## src/rtl/adc_scan_pkg.sv

```systemverilog
`timescale 1ns/1ps
package adc_scan_pkg;

   typedef enum logic [1:0] {
      MODE_ONCE_RESTART = 2'b00,
      MODE_ONCE_LOCKED  = 2'b01,
      MODE_LOOP         = 2'b10,
      MODE_STEP         = 2'b11
   } scan_mode_e;

   typedef enum logic [1:0] {
      ST_IDLE  = 2'b00,
      ST_CONV  = 2'b01,
      ST_PAUSE = 2'b10
   } seq_state_e;

endpackage

```

## src/rtl/adc_trig_sel.sv

```systemverilog
`timescale 1ns/1ps
module adc_trig_sel (
   input  logic       sw_start,
   input  logic       tmr_evt,
   input  logic       ext_evt,
   input  logic [1:0] src_sel,
   output logic       trig_hit
);
   // Software is always a source; hardware sources are gated by src_sel.
   always_comb begin
      trig_hit = sw_start
               | (tmr_evt & src_sel[0])
               | (ext_evt & src_sel[1]);
   end
endmodule

```

## src/rtl/adc_ch_step.sv

```systemverilog
`timescale 1ns/1ps
module adc_ch_step #(
   parameter int NUM_CH = 8,
   localparam int CH_W  = (NUM_CH > 1) ? $clog2(NUM_CH) : 1
) (
   input  logic [CH_W-1:0] cur,
   input  logic [CH_W-1:0] last,
   input  logic [CH_W-1:0] first,
   output logic [CH_W-1:0] nxt,
   output logic            at_end
);
   logic [CH_W-1:0] inc;

   generate
      if (NUM_CH == (1 << CH_W)) begin : g_pow2
         // Natural roll-over of the counter gives the wrap to channel 0.
         always_comb inc = cur + CH_W'(1);
      end else begin : g_npow2
         always_comb inc = (cur == CH_W'(NUM_CH - 1)) ? '0 : cur + CH_W'(1);
      end
   endgenerate

   always_comb begin
      at_end = (cur == last);
      nxt    = at_end ? first : inc;
   end
endmodule

```

## src/rtl/adc_scan_seq.sv

```systemverilog
`timescale 1ns/1ps
module adc_scan_seq
   import adc_scan_pkg::*;
#(
   parameter int NUM_CH   = 8,
   parameter bit EXT_EDGE = 1'b0,
   localparam int CH_W    = (NUM_CH > 1) ? $clog2(NUM_CH) : 1
) (
   input  logic            clk,
   input  logic            rst_n,
   input  logic [1:0]      cfg_mode,
   input  logic [CH_W-1:0] cfg_first_ch,
   input  logic [CH_W-1:0] cfg_last_ch,
   input  logic [1:0]      src_sel,
   input  logic            sw_start,
   input  logic            tmr_trig,
   input  logic            ext_trig,
   input  logic            busy_clr,
   output logic            conv_start,
   output logic [CH_W-1:0] conv_ch,
   input  logic            conv_done,
   output logic            busy,
   output logic [CH_W-1:0] cur_ch,
   output logic            ch_done,
   output logic            scan_done
);

   generate
      if (NUM_CH < 2) begin : g_bad_nch
         $error("adc_scan_seq: NUM_CH must be at least 2");
      end
   endgenerate

   seq_state_e      state_q;
   scan_mode_e      mode_q;
   logic [CH_W-1:0] ch_q, first_q, last_q;
   logic            start_q, chd_q, scd_q;
   logic            ext_evt, trig_hit;
   logic [CH_W-1:0] ch_nxt;
   logic            ch_at_end;
   logic            is_once;

   // External trigger: pulse input or level input with rising-edge detection.
   generate
      if (EXT_EDGE) begin : g_ext_edge
         logic ext_d;
         always_ff @(posedge clk or negedge rst_n) begin
            if (!rst_n) ext_d <= 1'b0;
            else        ext_d <= ext_trig;
         end
         always_comb ext_evt = ext_trig & ~ext_d;
      end else begin : g_ext_pulse
         always_comb ext_evt = ext_trig;
      end
   endgenerate

   adc_trig_sel u_trig (
      .sw_start (sw_start),
      .tmr_evt  (tmr_trig),
      .ext_evt  (ext_evt),
      .src_sel  (src_sel),
      .trig_hit (trig_hit)
   );

   adc_ch_step #(.NUM_CH(NUM_CH)) u_step (
      .cur    (ch_q),
      .last   (last_q),
      .first  (first_q),
      .nxt    (ch_nxt),
      .at_end (ch_at_end)
   );

   always_comb is_once = (mode_q == MODE_ONCE_RESTART) || (mode_q == MODE_ONCE_LOCKED);

   always_ff @(posedge clk or negedge rst_n) begin
      if (!rst_n) begin
         state_q <= ST_IDLE;
         mode_q  <= MODE_ONCE_RESTART;
         ch_q    <= '0;
         first_q <= '0;
         last_q  <= '0;
         start_q <= 1'b0;
         chd_q   <= 1'b0;
         scd_q   <= 1'b0;
      end else begin
         start_q <= 1'b0;
         chd_q   <= 1'b0;
         scd_q   <= 1'b0;
         if (busy_clr) begin
            state_q <= ST_IDLE;
         end else begin
            unique case (state_q)
               ST_IDLE: begin
                  if (trig_hit) begin
                     mode_q  <= scan_mode_e'(cfg_mode);
                     first_q <= cfg_first_ch;
                     last_q  <= cfg_last_ch;
                     ch_q    <= cfg_first_ch;
                     state_q <= ST_CONV;
                     start_q <= 1'b1;
                  end
               end
               ST_CONV: begin
                  if (trig_hit && mode_q == MODE_ONCE_RESTART) begin
                     // Restart: a new scan begins, so setup is captured again.
                     mode_q  <= scan_mode_e'(cfg_mode);
                     first_q <= cfg_first_ch;
                     last_q  <= cfg_last_ch;
                     ch_q    <= cfg_first_ch;
                     start_q <= 1'b1;
                  end else if (conv_done) begin
                     chd_q <= 1'b1;
                     scd_q <= ch_at_end;
                     if (mode_q == MODE_STEP) begin
                        state_q <= ST_PAUSE;
                     end else if (is_once && ch_at_end) begin
                        state_q <= ST_IDLE;
                     end else begin
                        ch_q    <= ch_nxt;
                        start_q <= 1'b1;
                     end
                  end
               end
               ST_PAUSE: begin
                  if (trig_hit) begin
                     ch_q    <= ch_nxt;
                     state_q <= ST_CONV;
                     start_q <= 1'b1;
                  end
               end
               default: state_q <= ST_IDLE;
            endcase
         end
      end
   end

   always_comb begin
      busy       = (state_q != ST_IDLE);
      cur_ch     = busy ? ch_q : cfg_first_ch;
      conv_ch    = ch_q;
      conv_start = start_q;
      ch_done    = chd_q;
      scan_done  = scd_q;
   end

endmodule

```

## config.mk

```make
export PLATFORM = sky130hd
export DESIGN_NAME = adc_scan_seq
export DESIGN_NICKNAME = d
export VERILOG_FILES = /design/src/rtl/adc_scan_pkg.sv /design/src/rtl/adc_trig_sel.sv /design/src/rtl/adc_ch_step.sv /design/src/rtl/adc_scan_seq.sv
export SDC_FILE = /design/constraint.sdc
export NUM_CORES = 1
export LEC_CHECK = 0
export BUFFER_PORTS_ARGS = -buffer_cell sky130_fd_sc_hd__buf_2
export CAP_MARGIN = 20
export CELL_PAD_IN_SITES_DETAIL_PLACEMENT = 0
export CELL_PAD_IN_SITES_GLOBAL_PLACEMENT = 1
export CORE_MARGIN = 4
export CORE_UTILIZATION = 35
export DETAILED_ROUTE_END_ITERATION = 8
export GPL_ROUTABILITY_DRIVEN = 0
export GPL_TIMING_DRIVEN = 0
export PLACE_DENSITY = 0.77
export SETUP_SLACK_MARGIN = 0.4
export SLEW_MARGIN = 40
export SYNTH_ARGS = -nofsm -noshare
export SYNTH_HDL_FRONTEND = slang
export SYNTH_SLANG_ARGS = --single-unit
```

## constraint.sdc

```tcl
create_clock -name clk -period 3.1 [get_ports clk]
set_input_delay 0.31 -clock clk [delete_from_list [all_inputs] [get_ports clk]]
set_output_delay 0.31 -clock clk [all_outputs]
set_load 0.005 [all_outputs]
```

# == Yosys cells after proc, flatten, opt, wreduce, memory -nomap -nowiden ==
# Index checks and enable logic that the tools add are counted.
# W data, S select, Z words.
# word_totals
regBits,16
in_bits,17
out_inout_bits,10
elab_cells,80
# classes
n_addsub,1
eq_ne,15
muxes,39
bitwise_logic,5
reduce_logical,12
# ops
operator,n
$mux W3,11
$mux W2,8
$ne A3 B3 Y1 const B,5
$mux W1,14
$pmux W3 S2,2
$pmux W3 S3,1
$pmux W2 S2,2
$reduce_and A4 Y1,2
$reduce_and A7 Y1,1
$ne A2 B2 Y1 const B,3
$eq A2 B1 Y1 const B,2
$eq A2 B2 Y1 const B,2
$logic_not A2 Y1,2
$ne A4 B4 Y1 const B,1
$reduce_bool A2 Y1,2
$add A3 B1 Y3 const B,1
$eq A3 B3 Y1,1
$ne A3 B1 Y1 const B,1
$reduce_bool A3 Y1,1
$and A1 B1 Y1,2
$logic_and A1 B1 Y1,2
$or A1 B1 Y1,2
$pmux W1 S2,1
$reduce_or A2 Y1,1
other kinds (2),2

# == Logic depth before layout (Yosys ltp) ==
# logic_depth
ltp_word,9
ltp_mapped,8
mapped_depth_nobuf,7

# == Modules after synthesis ==
# A second synthesis with hierarchy kept.
# hier_totals
cells_unflattened,95
hier_area_um2,1082.3
# modules_own_cells
mod,instances,cells_each,area_per_inst_um2,seq_area_each_um2
adc_scan_seq,1,84,972.2,400.4
adc_ch_step,1,10,100.1,0.0
adc_trig_sel,1,1,10.0,0.0

# == Worst setup path after synthesis ==
# OpenSTA, ideal clock, no wires.
# synth_path
path_type,register to register
startpoint,register state_q[1]
endpoint,register ch_q[2] (netlist: conv_ch[2])
setup_ns,0.125
arrival_ns,1.806
required_ns,2.975
path_slack_ns,1.169
path_stages_with_launch,8
n_path_buf,1
synth_period_minus_slack_ns,1.931
cell_sequence,dfrtp_1 -> inv_1 -> ha_1 -> clkbuf_1 -> nand3_1 -> and3_1 -> a32oi_4 -> mux2_4
# synth_between
elab_chain_cells,3
elab_cells_between_ends,11
cone_classes,eq/ne (7); mux (1); reduce/logical (3)
# synth_lines
element,line,text
"start, declared",adc_scan_seq.sv:34,seq_state_e state_q;
"start signal, assigned",adc_scan_seq.sv:77,state_q <= ST_IDLE;
"start signal, assigned",adc_scan_seq.sv:90,state_q <= ST_IDLE;
"start signal, assigned",adc_scan_seq.sv:99,state_q <= ST_CONV;
"$eq A2 B1 Y1, or another cell as far along",adc_scan_seq.sv:92,unique case (state_q)
"$ne A3 B3 Y1 (no line), or another cell as far along",n/a,
$reduce_and A7 Y1 (no line),n/a,
"end signal, assigned",adc_scan_seq.sv:98,ch_q <= cfg_first_ch;
"end signal, assigned",adc_scan_seq.sv:109,ch_q <= cfg_first_ch;
"end signal, assigned",adc_scan_seq.sv:119,ch_q <= ch_nxt;
"end, declared",adc_scan_seq.sv:36,"logic [CH_W-1:0] ch_q, first_q, last_q;"
# Parallel ways exist; a longest one is shown, timed or not.
# A chain may end at the register's enable or synchronous reset.

# == Worst setup path in the final report ==
# Ends and elaborated chain as after synthesis.

==> implementation parameters <==
Parameter                              Value

Placed design
  Detailed placement HPWL    between 1500 and 2000 um
  Number of placed cells counting well taps    approximately 160
  Placed cell areas    1220 um2
  Setup WS pre-CTS    approximately 0.97 ns
  # port buffers    26

Timing
  RSZ-0062 raised after global routing    false
  Max-slew violation count    0
  Hold Vio Cnt, Final    0
  Worst Clk Skew    a little over 0.005 ns
  Worst-case headroom to the max-slew limit    about three quarters
  Minimum clock period after layout    2.15 ns
  Slack of the critical path    around 0.95 ns
  Transition at the pin with the smallest max-transition slack    slightly above 0.4 ns
  Maximum clock rate    around 0.46 GHz
  Fin crit share    between 60 and 70%
  Final setup violation count    0
  Final total negative setup slack    0 ns

Setup path
  R2r setup slk    approximately 0.95 ns
  Gate family responsible for the most delay along the worst path    buffers and inverters
  Endpoint kind of the worst setup timing path    flop
  Worst endpoint data arrival time    between 2 and 2.5 ns
  Worst-path cell chain    inv_1, ha_1, clkbuf_1, nand3_1, and3_1, a32oi_4, mux2_4
  Largest stage delay on the critical path    0.40 ns
  Maximum fanout encountered on the critical timing path    10
  Critical path launch point type    flop
  Buf/Inv on CP    2
  Slowest cell on the critical path    sky130_fd_sc_hd__dfrtp_1
  Required time of the critical path    between 3 and 4 ns
  Critical setup path kind    flop to flop

Power and ir drop
  Post-layout total power    approximately 1.1 mW
  Power Density    between 900 and 1000 nW/um2
  Leakage power    approximately 0.60 nW
  Peak supply drop    roughly 0.4 mV

Min path
  Path type of the worst min-delay path    input pin to flop

Floorplan
  Std cell rows    19
  Initial core utilization    roughly 37%
  Core region area    ~2800 um2
  Die Y-Extent    between 60 and 70 um
  Width of the die    62.8 um
  Number of I/O pins    27
  Die area    roughly 4000 um2

Global routing
  Vias in the first global route    844
  Maximum number of pins on one net before global-route repair    17
  First-pass GRT wire length    approximately 3800 um
  Overall fraction of global-route tracks in use    around 12%
  Total overflow reported by the global router    0
  Antenna violations before repair    0

Finish
  Area taken by flip-flops and latches    roughly 400 um2
  Footprint of the multi-input gates    between 600 and 700 um2
  Non-Filler Cell Area, Final    1250 um2
  Final net count    roughly 150
  Area growth from synthesis to layout    19.2%
  Antenna diode instance count    0
  Fillcell total    around 280
  Non-Filler Instances    approximately 160
  Share of post-route cells with drive strength above 1    39.8%

Clocking
  Post CTS Setup Buffer Count    0
  Latest clock arrival within the worst-skew pair    0.28 ns
  Clock Tree Buf Depth    2
  Root Driver    sky130_fd_sc_hd__clkbuf_4
  Reg clk slew, reported paths    0.09 ns
  Clock sink total    16
  Number of H-tree levels    1
  Total clock buffers created by CTS    3
  TritonCTS clock tree    yes

Synth
  Yosys synthesis warning count    0
  Sequential element share of the synthesized area    38.1%
  Top cell type by total area after synthesis    sky130_fd_sc_hd__dfrtp_1
  Post-Syn Area    about 1000 um2
  Per-instance average area after synthesis    roughly 11 um2
  Synthesized flop and latch total    16
  Post-synth top area share    about two fifths
  Total nets after synthesis    120
  Post-synth cell types    36
  Leading post-synthesis cells by cell area    sky130_fd_sc_hd__dfrtp_1 38%, sky130_fd_sc_hd__mux2_2 12%, sky130_fd_sc_hd__ha_1 6.0%
  Gate count after technology mapping    just under 100

Route
  Residual antenna-violating net count after detailed routing    0
  Total wirelength of the detailed-routed design    2210 um
  DRC violation count after routing    0
  Total iterations of the first detailed-routing run    4
  Iteration-0 DRC Markers    17
  Per-cell via count in the routed design    between 5 and 6
  Vias    between 800 and 900
  Final routed wire length divided by cell count    13.9 um

Status
  Status    completed

Job
  Number of maximum-capacitance violations    0
## Yosys cell counts, drive strengths merged
cell,n
dfrtp,16
mux2,13
o21ai,8
a21oi,6
inv,6
ha,5
nand2,5
nand3,4
nor2,4
xor2,4
and2,3
nor3,3
buf,2
mux2i,2
a2111o,1
a221o,1
a221oi,1
a22o,1
a31oi,1
a32oi,1
a41oi,1
and3,1
clkbuf,1
nand2b,1
nor2b,1
o211ai,1
o21a,1
o22ai,1
o31ai,1
or3b,1
or4,1
## layer usage
layer | share of wire [%] | track usage, % | wire length [um]
met3 | 3.5 | 4.32 | 78
met2 | 52 | 21.6 | 1140
met1 | 44 | 14.0 | 977
met5 | 0 | 0 | 0
met4 | 0.59 | 2.48 | 13
## sequential cells by signal, indices dropped and copies added, names as in the netlist
register,cells
first_q,3
conv_start,1
last_q,3
ch_done,1
conv_ch,3
mode_q,2
scan_done,1
state_q,2
## layout make-up
| class | instances | area share, % |
|---|---|---|
| inverter | 6 | 1.80 |
| sequential | 16 | 32.0 |
| timing repair buffer | 27 | 11.2 |
| tap | 31 | 3.10 |
| buffer | 3 | 1.10 |
| multi-input combinational | 73 | 49.0 |
| clock buffer | 3 | 1.80 |
## repair_timing
action / 4_1_cts / 5_1_grt
resized for setup: 0 / 0
endpoints found under the hold margin: 16 / 0
hold buffers: 1 / 0
## per-stage QoR
step                util, %  hold slack [ns]
detailed placement     43.4            0.246
CTS                    44.6            0.247
global placement       43.4            0.242
floorplan                 -           0.0144
global route           44.6            0.238
finish                 44.6            0.258
## cells in the final DEF, fill, tap and decap left out, types with 2 or more instances in the layout
cell	synthesis	final
sky130_fd_sc_hd__inv_1	6	6
sky130_fd_sc_hd__mux2i_1	2	2
sky130_fd_sc_hd__buf_2	2	28
sky130_fd_sc_hd__a21oi_1	6	6
sky130_fd_sc_hd__mux2_2	11	11
sky130_fd_sc_hd__nor3_1	2	2
sky130_fd_sc_hd__nand3_1	3	3
sky130_fd_sc_hd__dfrtp_1	16	16
sky130_fd_sc_hd__and2_1	2	2
sky130_fd_sc_hd__mux2_4	2	2
sky130_fd_sc_hd__ha_1	5	5
sky130_fd_sc_hd__nand2_1	5	5
sky130_fd_sc_hd__o21ai_0	7	7
sky130_fd_sc_hd__nor2_1	4	4
sky130_fd_sc_hd__xor2_1	4	4
sky130_fd_sc_hd__clkbuf_4	0	3
## kinds of logic (layout without fill, tap and decap cells)
| family | after synthesis | in the layout | share of synthesized area, % |
|---|---|---|---|
| adder cells (fa/ha/maj) | 5 | 5 | 5.96 |
| XOR/XNOR | 4 | 4 | 3.34 |
| AO/OA/AOI/OAI | 25 | 25 | 19.2 |
| multiplexers | 15 | 15 | 16.6 |
| flip-flops | 16 | 16 | 38.1 |
| AND/OR/NAND/NOR | 24 | 24 | 13.4 |
| buffers and inverters | 9 | 39 | 3.46 |
## path summary, 6_finish.rpt
path,start,endpoint,cells after the start
hold reg to reg,first_q[1]$_DFFE_PN0P_,first_q[1]$_DFFE_PN0P_,1
setup reg to reg,state_q[1]$_DFFE_PN0P_,conv_ch[2]$_DFFE_PN0P_,7
setup / recovery,state_q[1]$_DFFE_PN0P_,conv_ch[2]$_DFFE_PN0P_,7
max in group asynchronous,rst_n,state_q[1]$_DFFE_PN0P_,2
min in group asynchronous,rst_n,last_q[2]$_DFFE_PN0P_,2
hold / removal,cfg_last_ch[2],last_q[2]$_DFFE_PN0P_,2
## where the power goes
part / total, mW / internal, mW / switching, mW
sequential: 0.370 / 0.296 / 0.0735
combinational: 0.666 / 0.328 / 0.338
clock: 0.105 / 0.0451 / 0.0597
Note: power is estimated with default switching activity, not from simulation.
